[src/rtl/addr_filt_pkg.sv]
package addr_filt_pkg;
    localparam int LOCAL_N = 2;

    typedef enum logic {
        MODE_UNI   = 1'b0,
        MODE_MULTI = 1'b1
    } route_mode_e;

    typedef struct packed {
        logic [LOCAL_N-1:0] mask;
        logic               accept;
    } filt_out_t;
endpackage

[src/rtl/uni_port_match.sv]
module uni_port_match #(
    parameter int FIELD_W = 64,
    parameter int BASE_W  = 7,
    parameter int LOCAL_N = 2
) (
    input  logic [FIELD_W-1:0] fld,
    input  logic [BASE_W-1:0]  base,
    output logic [LOCAL_N-1:0] hit
);
    logic [FIELD_W-1:0] base_ext;

    always_comb base_ext = FIELD_W'(base);

    for (genvar gi = 0; gi < LOCAL_N; gi++) begin : g_cmp
        always_comb hit[gi] = (fld == base_ext + FIELD_W'(gi));
    end
endmodule

[src/rtl/multi_bit_pick.sv]
module multi_bit_pick #(
    parameter int FIELD_W = 64,
    parameter int BASE_W  = 7,
    parameter int LOCAL_N = 2
) (
    input  logic [FIELD_W-1:0] fld,
    input  logic [BASE_W-1:0]  base,
    output logic [LOCAL_N-1:0] hit
);
    logic [FIELD_W-1:0] shifted;

    always_comb shifted = fld >> base;

    for (genvar gi = 0; gi < LOCAL_N; gi++) begin : g_pick
        always_comb hit[gi] = shifted[gi];
    end
endmodule

[src/rtl/cell_dest_filter.sv]
module cell_dest_filter
    import addr_filt_pkg::*;
#(
    parameter int FIELD_W = 64,
    parameter int BASE_W  = $clog2(FIELD_W) + 1
) (
    input  logic               clk,
    input  logic               rst_n,
    input  logic               hdr_vld,
    input  logic [FIELD_W-1:0] route_fld,
    input  logic               mode_sel,
    input  logic [BASE_W-1:0]  base_idx,
    output logic [LOCAL_N-1:0] dest_mask,
    output logic               dest_accept
);
    localparam int MAX_BASE = FIELD_W - LOCAL_N;

    route_mode_e        mode;
    logic [LOCAL_N-1:0] uni_hit;
    logic [LOCAL_N-1:0] multi_hit;
    logic               base_ok;
    filt_out_t          st_d, st_q;

    always_comb mode = route_mode_e'(mode_sel);

    uni_port_match #(
        .FIELD_W (FIELD_W),
        .BASE_W  (BASE_W),
        .LOCAL_N (LOCAL_N)
    ) uni_i (
        .fld  (route_fld),
        .base (base_idx),
        .hit  (uni_hit)
    );

    multi_bit_pick #(
        .FIELD_W (FIELD_W),
        .BASE_W  (BASE_W),
        .LOCAL_N (LOCAL_N)
    ) multi_i (
        .fld  (route_fld),
        .base (base_idx),
        .hit  (multi_hit)
    );

    always_comb begin
        base_ok = (int'(base_idx) <= MAX_BASE);
        st_d = '0;
        if (hdr_vld && base_ok) begin
            st_d.mask = (mode == MODE_MULTI) ? multi_hit : uni_hit;
        end
        st_d.accept = |st_d.mask;
    end

    always_ff @(posedge clk) begin
        if (!rst_n) st_q <= '0;
        else        st_q <= st_d;
    end

    assign dest_mask   = st_q.mask;
    assign dest_accept = st_q.accept;

    // a unicast header never flags more than one local port
    p_uni_onehot_r3: assert property (@(posedge clk) disable iff (!rst_n)
        (hdr_vld && !mode_sel) |=> $onehot0(dest_mask));

    // accept tracks the registered mask
    p_accept_any_r5: assert property (@(posedge clk) disable iff (!rst_n)
        dest_accept == (|dest_mask));

    // illegal base rejects every cell
    p_bad_base_r7: assert property (@(posedge clk) disable iff (!rst_n)
        (int'(base_idx) > MAX_BASE) |=> (dest_mask == '0 && !dest_accept));

    // no strobe, no destination
    p_idle_zero_r8: assert property (@(posedge clk) disable iff (!rst_n)
        !hdr_vld |=> (dest_mask == '0));

    // multicast reports the owned bitmap bits
    p_multi_bits_r4: assert property (@(posedge clk) disable iff (!rst_n)
        (hdr_vld && mode_sel && int'(base_idx) <= MAX_BASE)
        |=> dest_mask == $past(multi_hit));
endmodule

[config.mk]
export PLATFORM = sky130hd
export DESIGN_NAME = cell_dest_filter
export DESIGN_NICKNAME = d
export VERILOG_FILES = /design/src/rtl/addr_filt_pkg.sv /design/src/rtl/uni_port_match.sv /design/src/rtl/multi_bit_pick.sv /design/src/rtl/cell_dest_filter.sv
export SDC_FILE = /design/constraint.sdc
export NUM_CORES = 1
export LEC_CHECK = 0
export BUFFER_PORTS_ARGS = -buffer_cell sky130_fd_sc_hd__buf_2
export CORE_AREA = 5 5 65 67
export CTS_CLUSTER_SIZE = 20
export DETAILED_ROUTE_END_ITERATION = 7
export DIE_AREA = 0 0 70 72
export HOLD_SLACK_MARGIN = 0.03
export PLACE_DENSITY = 0.8
export SETUP_SLACK_MARGIN = 0.1
export SYNTH_ARGS = -nofsm -noshare
export SYNTH_HDL_FRONTEND = slang
export SYNTH_SLANG_ARGS = --single-unit
[constraint.sdc]
create_clock -name clk -period 6.3 [get_ports clk]
set_input_delay 1.89 -clock clk [delete_from_list [all_inputs] [get_ports clk]]
set_output_delay 1.89 -clock clk [all_outputs]
set_load 0.01 [all_outputs]
# Yosys cells after proc, flatten, opt, wreduce, memory -nomap -nowiden
# Cells that the tools add are included.
# classes
addsub	1
magnitude_cmp	1
n_eq_ne	2
n_shift	1
n_mux	2
n_reduce_logical	2
# op_table
operator	count
64-bit equality test	1
64-bit by 7-bit equality test with 1-bit output	1
64-bit by 7-bit >> shifter with 2-bit output	1
7-bit by 1-bit adder with 8-bit output (second input constant)	1
7-bit by 6-bit less-or-equal comparator with 1-bit output (second input constant)	1
2-bit 2-to-1 mux	2
2-bit OR reduction	1
1-bit logical AND	1
# word_totals
ff_bits	3
input_bits	75
output_inout_bits	3
word_cells	11

# Longest topological paths before layout
# depth
depth_word	5
ltp_mapped	11
ltp_nobuf	9

# By module
# A second synthesis with hierarchy kept.
# hier_totals
cells_unflattened	165
hier_area_um2	1636.6
# modules_own_cells
module	n_inst	cells_each	area_each_um2	seq_area_each_um2
multi_bit_pick	1	94	1101.1	0.0
uni_port_match	1	57	397.9	0.0
cell_dest_filter	1	14	137.6	60.1

# Worst setup path before layout
# No wires, ideal clock.
# synth_path
kind	input to register
start	input port base_idx[2]
end	register st_q (netlist bit dest_accept)
setup_ps	120
arrival_time_ps	3632
required_time_ps	6180
slack_ps	2548
cell_stages	7
path_buffers	2
cell_sequence	buf_2 -> buf_1 -> mux4_2 -> a2111oi_0 -> nor3_1 -> a211o_1 -> or2_1
# synth_via
elab_chain_cells	5
elab_cells_between_ends	9
classes_between	add/sub: 1; order compare: 1; eq/ne: 2; shift: 1; mux: 2; reduce/logical: 2
# synth_rtl
element	line	source
from (decl)	cell_dest_filter.sv:12	input logic [BASE_W-1:0] base_idx,
7-bit by 1-bit adder with 8-bit output	uni_port_match.sv:15	always_comb hit[gi] = (fld == base_ext + FIELD_W'(gi));
64-bit equality test	uni_port_match.sv:15	
2-bit 2-to-1 mux	cell_dest_filter.sv:50	st_d.mask = (mode == MODE_MULTI) ? multi_hit : uni_hit;
2-bit 2-to-1 mux *	cell_dest_filter.sv:49	if (hdr_vld && base_ok) begin
2-bit OR reduction *	cell_dest_filter.sv:52	st_d.accept = |st_d.mask;
to (signal assigned)	cell_dest_filter.sv:57	else st_q <= st_d;
to (decl)	cell_dest_filter.sv:22	filt_out_t st_d, st_q;
# Mark *: on every way between the ends. The rest lies on a longest branch, timed or not.
# A chain may end at the register's enable or synchronous reset.

# Worst setup path after layout
# layout_path
start	input port base_idx[1]
end	register st_q (netlist bit dest_accept)
# Same word-level chain as after synthesis.

==> metrics list <==
- Once the floorplan was initialized, standard cells occupied 45.7% of the core.
- Count of final max-slew check failures: 0
- Synthesis produced a netlist with a net count of 251.
- Clock-pin slew was measured on the worst setup and hold paths at 40 ps.
- Synth async-reset ratio: 0%
- Post-synth top flop: dfxtp_1
* Weighted congestion reported at the end of routability-driven placement: 0.928
- Synth warn: 0
- Min Tclk post-route: 4270 ps
- Dividing the synthesized area by the synthesized cell count gives 9.39 um^2.
- CTS tree: yes
- Htree depth: 1
- Count of different cell masters after synthesis: 45
- From left edge to right edge, the die measures 70 um.
- Clock tree synthesis selected as its root buffer the cell clkbuf_4.
- Floorplan die area: around 0.0050 mm^2
- Critical Path Start: base_idx[1]
* Avg WL per Cell: around 18 um
- DRC violations left: 0
- Detailed placement ended at an HPWL of 4.16 mm.
- In this design, the stage delay of the slowest critical-path cell is between 700 and 800 ps.
- Setup violations remaining at the end of the flow were counted as 0.
* Hold path start: base_idx[6]
- Slew at the pin closest to its max-slew limit: 972 ps
- In this run the worst path has a maximum fanout of 40.
- Count of clock tree sinks: 3
* Cell with the most instances after synthesis: mux4_2
- The synthesized design contains 0 enable-type register cells.
- Layout cells sized above 1: 43.8%
- In this run the remaining antenna-violating nets after routing total 0.
* Post-placement cell area: 0.00199 mm^2
- VDD sags by at most 36.0 uV.
* Crit path setup slack, layout: around 2000 ps
* Sort of element at the end of the critical path: register
- Data arrives at the worst endpoint at 4390 ps.
- Buffers added to address setup during post-CTS repair amount to 0.
* Unrepaired setup endpoints after global routing: no
- The flow ran to the end, and the final reports show no timing, DRC or antenna violations.
* Number of buffers and inverters on the critical path: 1
- After floorplanning, the core was divided into 22 placement rows.
- The cell count after synthesis came out at approximately 170.
* Critical path type: in2reg
- Congestion Overflow GR: 0
- Port buffering added 77 buffers.
- OpenSTA, run right after detailed placement, puts the worst setup slack at between 1500 and 2000 ps.
- Dividing total power by cell area gives a power density of 89.5 mW/mm^2.
- From synthesis to final layout, the design area changed by 23.5%.
* Number of antenna violations at the first check in global routing: 0
- Number of instances resized during post-cts repair: 0
* Vias in the first global route: 1788
* Worst hold path class: in2reg
* Critical-path cell list: buf_2, mux4_1, nor2b_1, a211oi_1, a311o_1, a211oi_1, a211o_1, or2_1
- The final critical path takes up 67.8% of the cycle.
- 78 I/O pins were placed.
* Yosys top cell by area: mux4_2
- Number of violations reported at the end of detailed-routing iteration 0: 192
* Setup crit start kind: primary input
- Counting along the longest clock path gives a buffer depth of 2.
- The final layout contains routed wiring with a total length of between 5 and 6 mm.
- The final number of hold-violating endpoints was 0.
- Max Cap Violations: 0
* Vias after detailed routing: 1807
- In this run the number of cells on the critical path is 8.
* Clock buffer count from CTS: 3
- Before antenna repair, the detailed router went through 4 iterations.
- The cell area that synthesis handed to floorplanning was between 0.0015 and 0.002 mm^2.
- Following the worst setup path forward leads to its endpoint at dest_accept$_SDFF_PN0_.
- Layout Cells excl Fill: approximately 290
* Total non-filler cell area in the finished layout: 0.00202 mm^2
- CTS Hold Bufs: 0
* Maximum number of pins on one net before global-route repair: 41
* Filler cell count: 350
- In the global route stage, overall resource usage came out at 20.3%.
- By count the netlist is led by mux4_2 (22), nand2_1 (20), nor4_1 (17).
- Summed over all cells, the static leakage comes to 0.000834 uW.
- Nets: approximately 320
- Standard cell with the maximum stage delay on the critical path: buf_2
* Peak clock frequency supported by timing: approximately 230 MHz
- Measured against its own limit, the worst slew margin works out to 35.2%.
* Top cells by area, synth: mux4_2 (30%), mux4_1 (8.0%), nor4_1 (6.5%)
- After detailed routing, the number of vias per cell comes to 6.27.
* Worst Path Required: 6420 ps
- Antenna Diode Count: 0
- Part of the Yosys area used for sequential elements: 3.68%
- After routing, the total negative slack on setup checks comes to 0 ps.
* Cell repeated most along the worst path: a211oi_1
- Instance count after placement with tap cells included: roughly 280
* Critical path's top delay family: compound AO/OA/AOI/OAI gates
- Area of the core region: around 0.0036 mm^2
- Hold Path Cell Cnt: 4
* Synth top area share: a little over 30%
- Die Y: ~72 um
* First-pass GRT wire length: 8.42 mm
* Number of synthesized register bits: 3
==> layout make-up <==
cell class	instances	area (um^2)	area share [%]
Multi-Input combinational cell	151	1470	72.7
Timing Repair Buffer	77	385	19.1
Sequential cell	3	60.1	2.98
Tap cell	48	60.1	2.98
Clock buffer	4	26.3	1.30
Inverter	5	18.8	0.930
==> stage by stage <==
stage | util [%] | hold slack (ps) | total power (uW)
5_1_grt | 56.4 | 2130 | 197
3_5_place_dp | 55.7 | 2290 | 144
3_3_place_gp | 55.7 | 2290 | 143
4_1_cts | 56.4 | 2090 | 182
6_report | 56.4 | 2100 | 181
2_1_floorplan | - | 2110 | 101
==> state kept, by name, indices dropped and copies added, names as in the netlist <==
register,count
dest_mask,2
dest_accept,1
==> layout by cell type (no fill, tap or decap), types with 3 or more instances in the layout <==
cell	netlist	final
nand4_1	6	6
nor4_1	17	17
dfxtp_1	3	3
nor2_1	5	5
clkbuf_4	0	3
o21ai_0	4	4
nand2b_1	3	3
nand2_1	20	20
xor2_1	7	7
mux4_1	5	5
mux4_2	22	22
nor3_1	3	3
inv_1	4	4
xnor2_1	5	5
a2111oi_0	4	4
a21oi_1	4	4
mux2i_1	10	10
mux2_2	3	3
nor2b_1	4	4
buf_2	7	77
==> power breakdown <==
group | internal, uW | leakage [uW] | switching, uW
sequential | 19.7 | 0.0000243 | 0.110
clock | 23.9 | 0.0000150 | 11.8
combinational | 65.2 | 0.000794 | 59.9
==> worst min-delay path by stage <==
| stage | endpoint | slack, ps |
|---|---|---|
| 6_report | dest_mask[0]$_SDFF_PN0_ | 2100 |
| 5_1_grt | dest_mask[1]$_SDFF_PN0_ | 2130 |
| 4_1_cts | dest_mask[0]$_SDFF_PN0_ | 2090 |
| 3_5_place_dp | dest_mask[1] | 2290 |
| 3_3_place_gp | dest_mask[0] | 2290 |
| 2_1_floorplan | dest_mask[0]$_SDFF_PN0_ | 2110 |
==> worst min-delay path: cells and delay by family <==
kind	cells	cell delay [ps]
AOI/OAI and AO/OA	2	190
buffers and inverters	1	120
and+or+nand+nor	1	80
==> layer usage <==
layer | GRT usage (%) | vias to the layer above | routed length, um
met5 | 0 | - | 0
met4 | 5.53 | 0 | 46
met3 | 2.63 | 6 | 396
met2 | 36.3 | 71 | 2670
met1 | 25.9 | 870 | 1960
li1 | - | 860 | -
==> logic make-up after synthesis <==
group,Yosys count,synth area share (%)
compound gates,26,11.6
xor+xnor,12,6.43
fa+ha+maj,2,1.53
buf+inv,20,6.51
flops,3,3.68
mux,40,46.6
simple gates,71,23.7
Power figures use the tool's default switching activity.
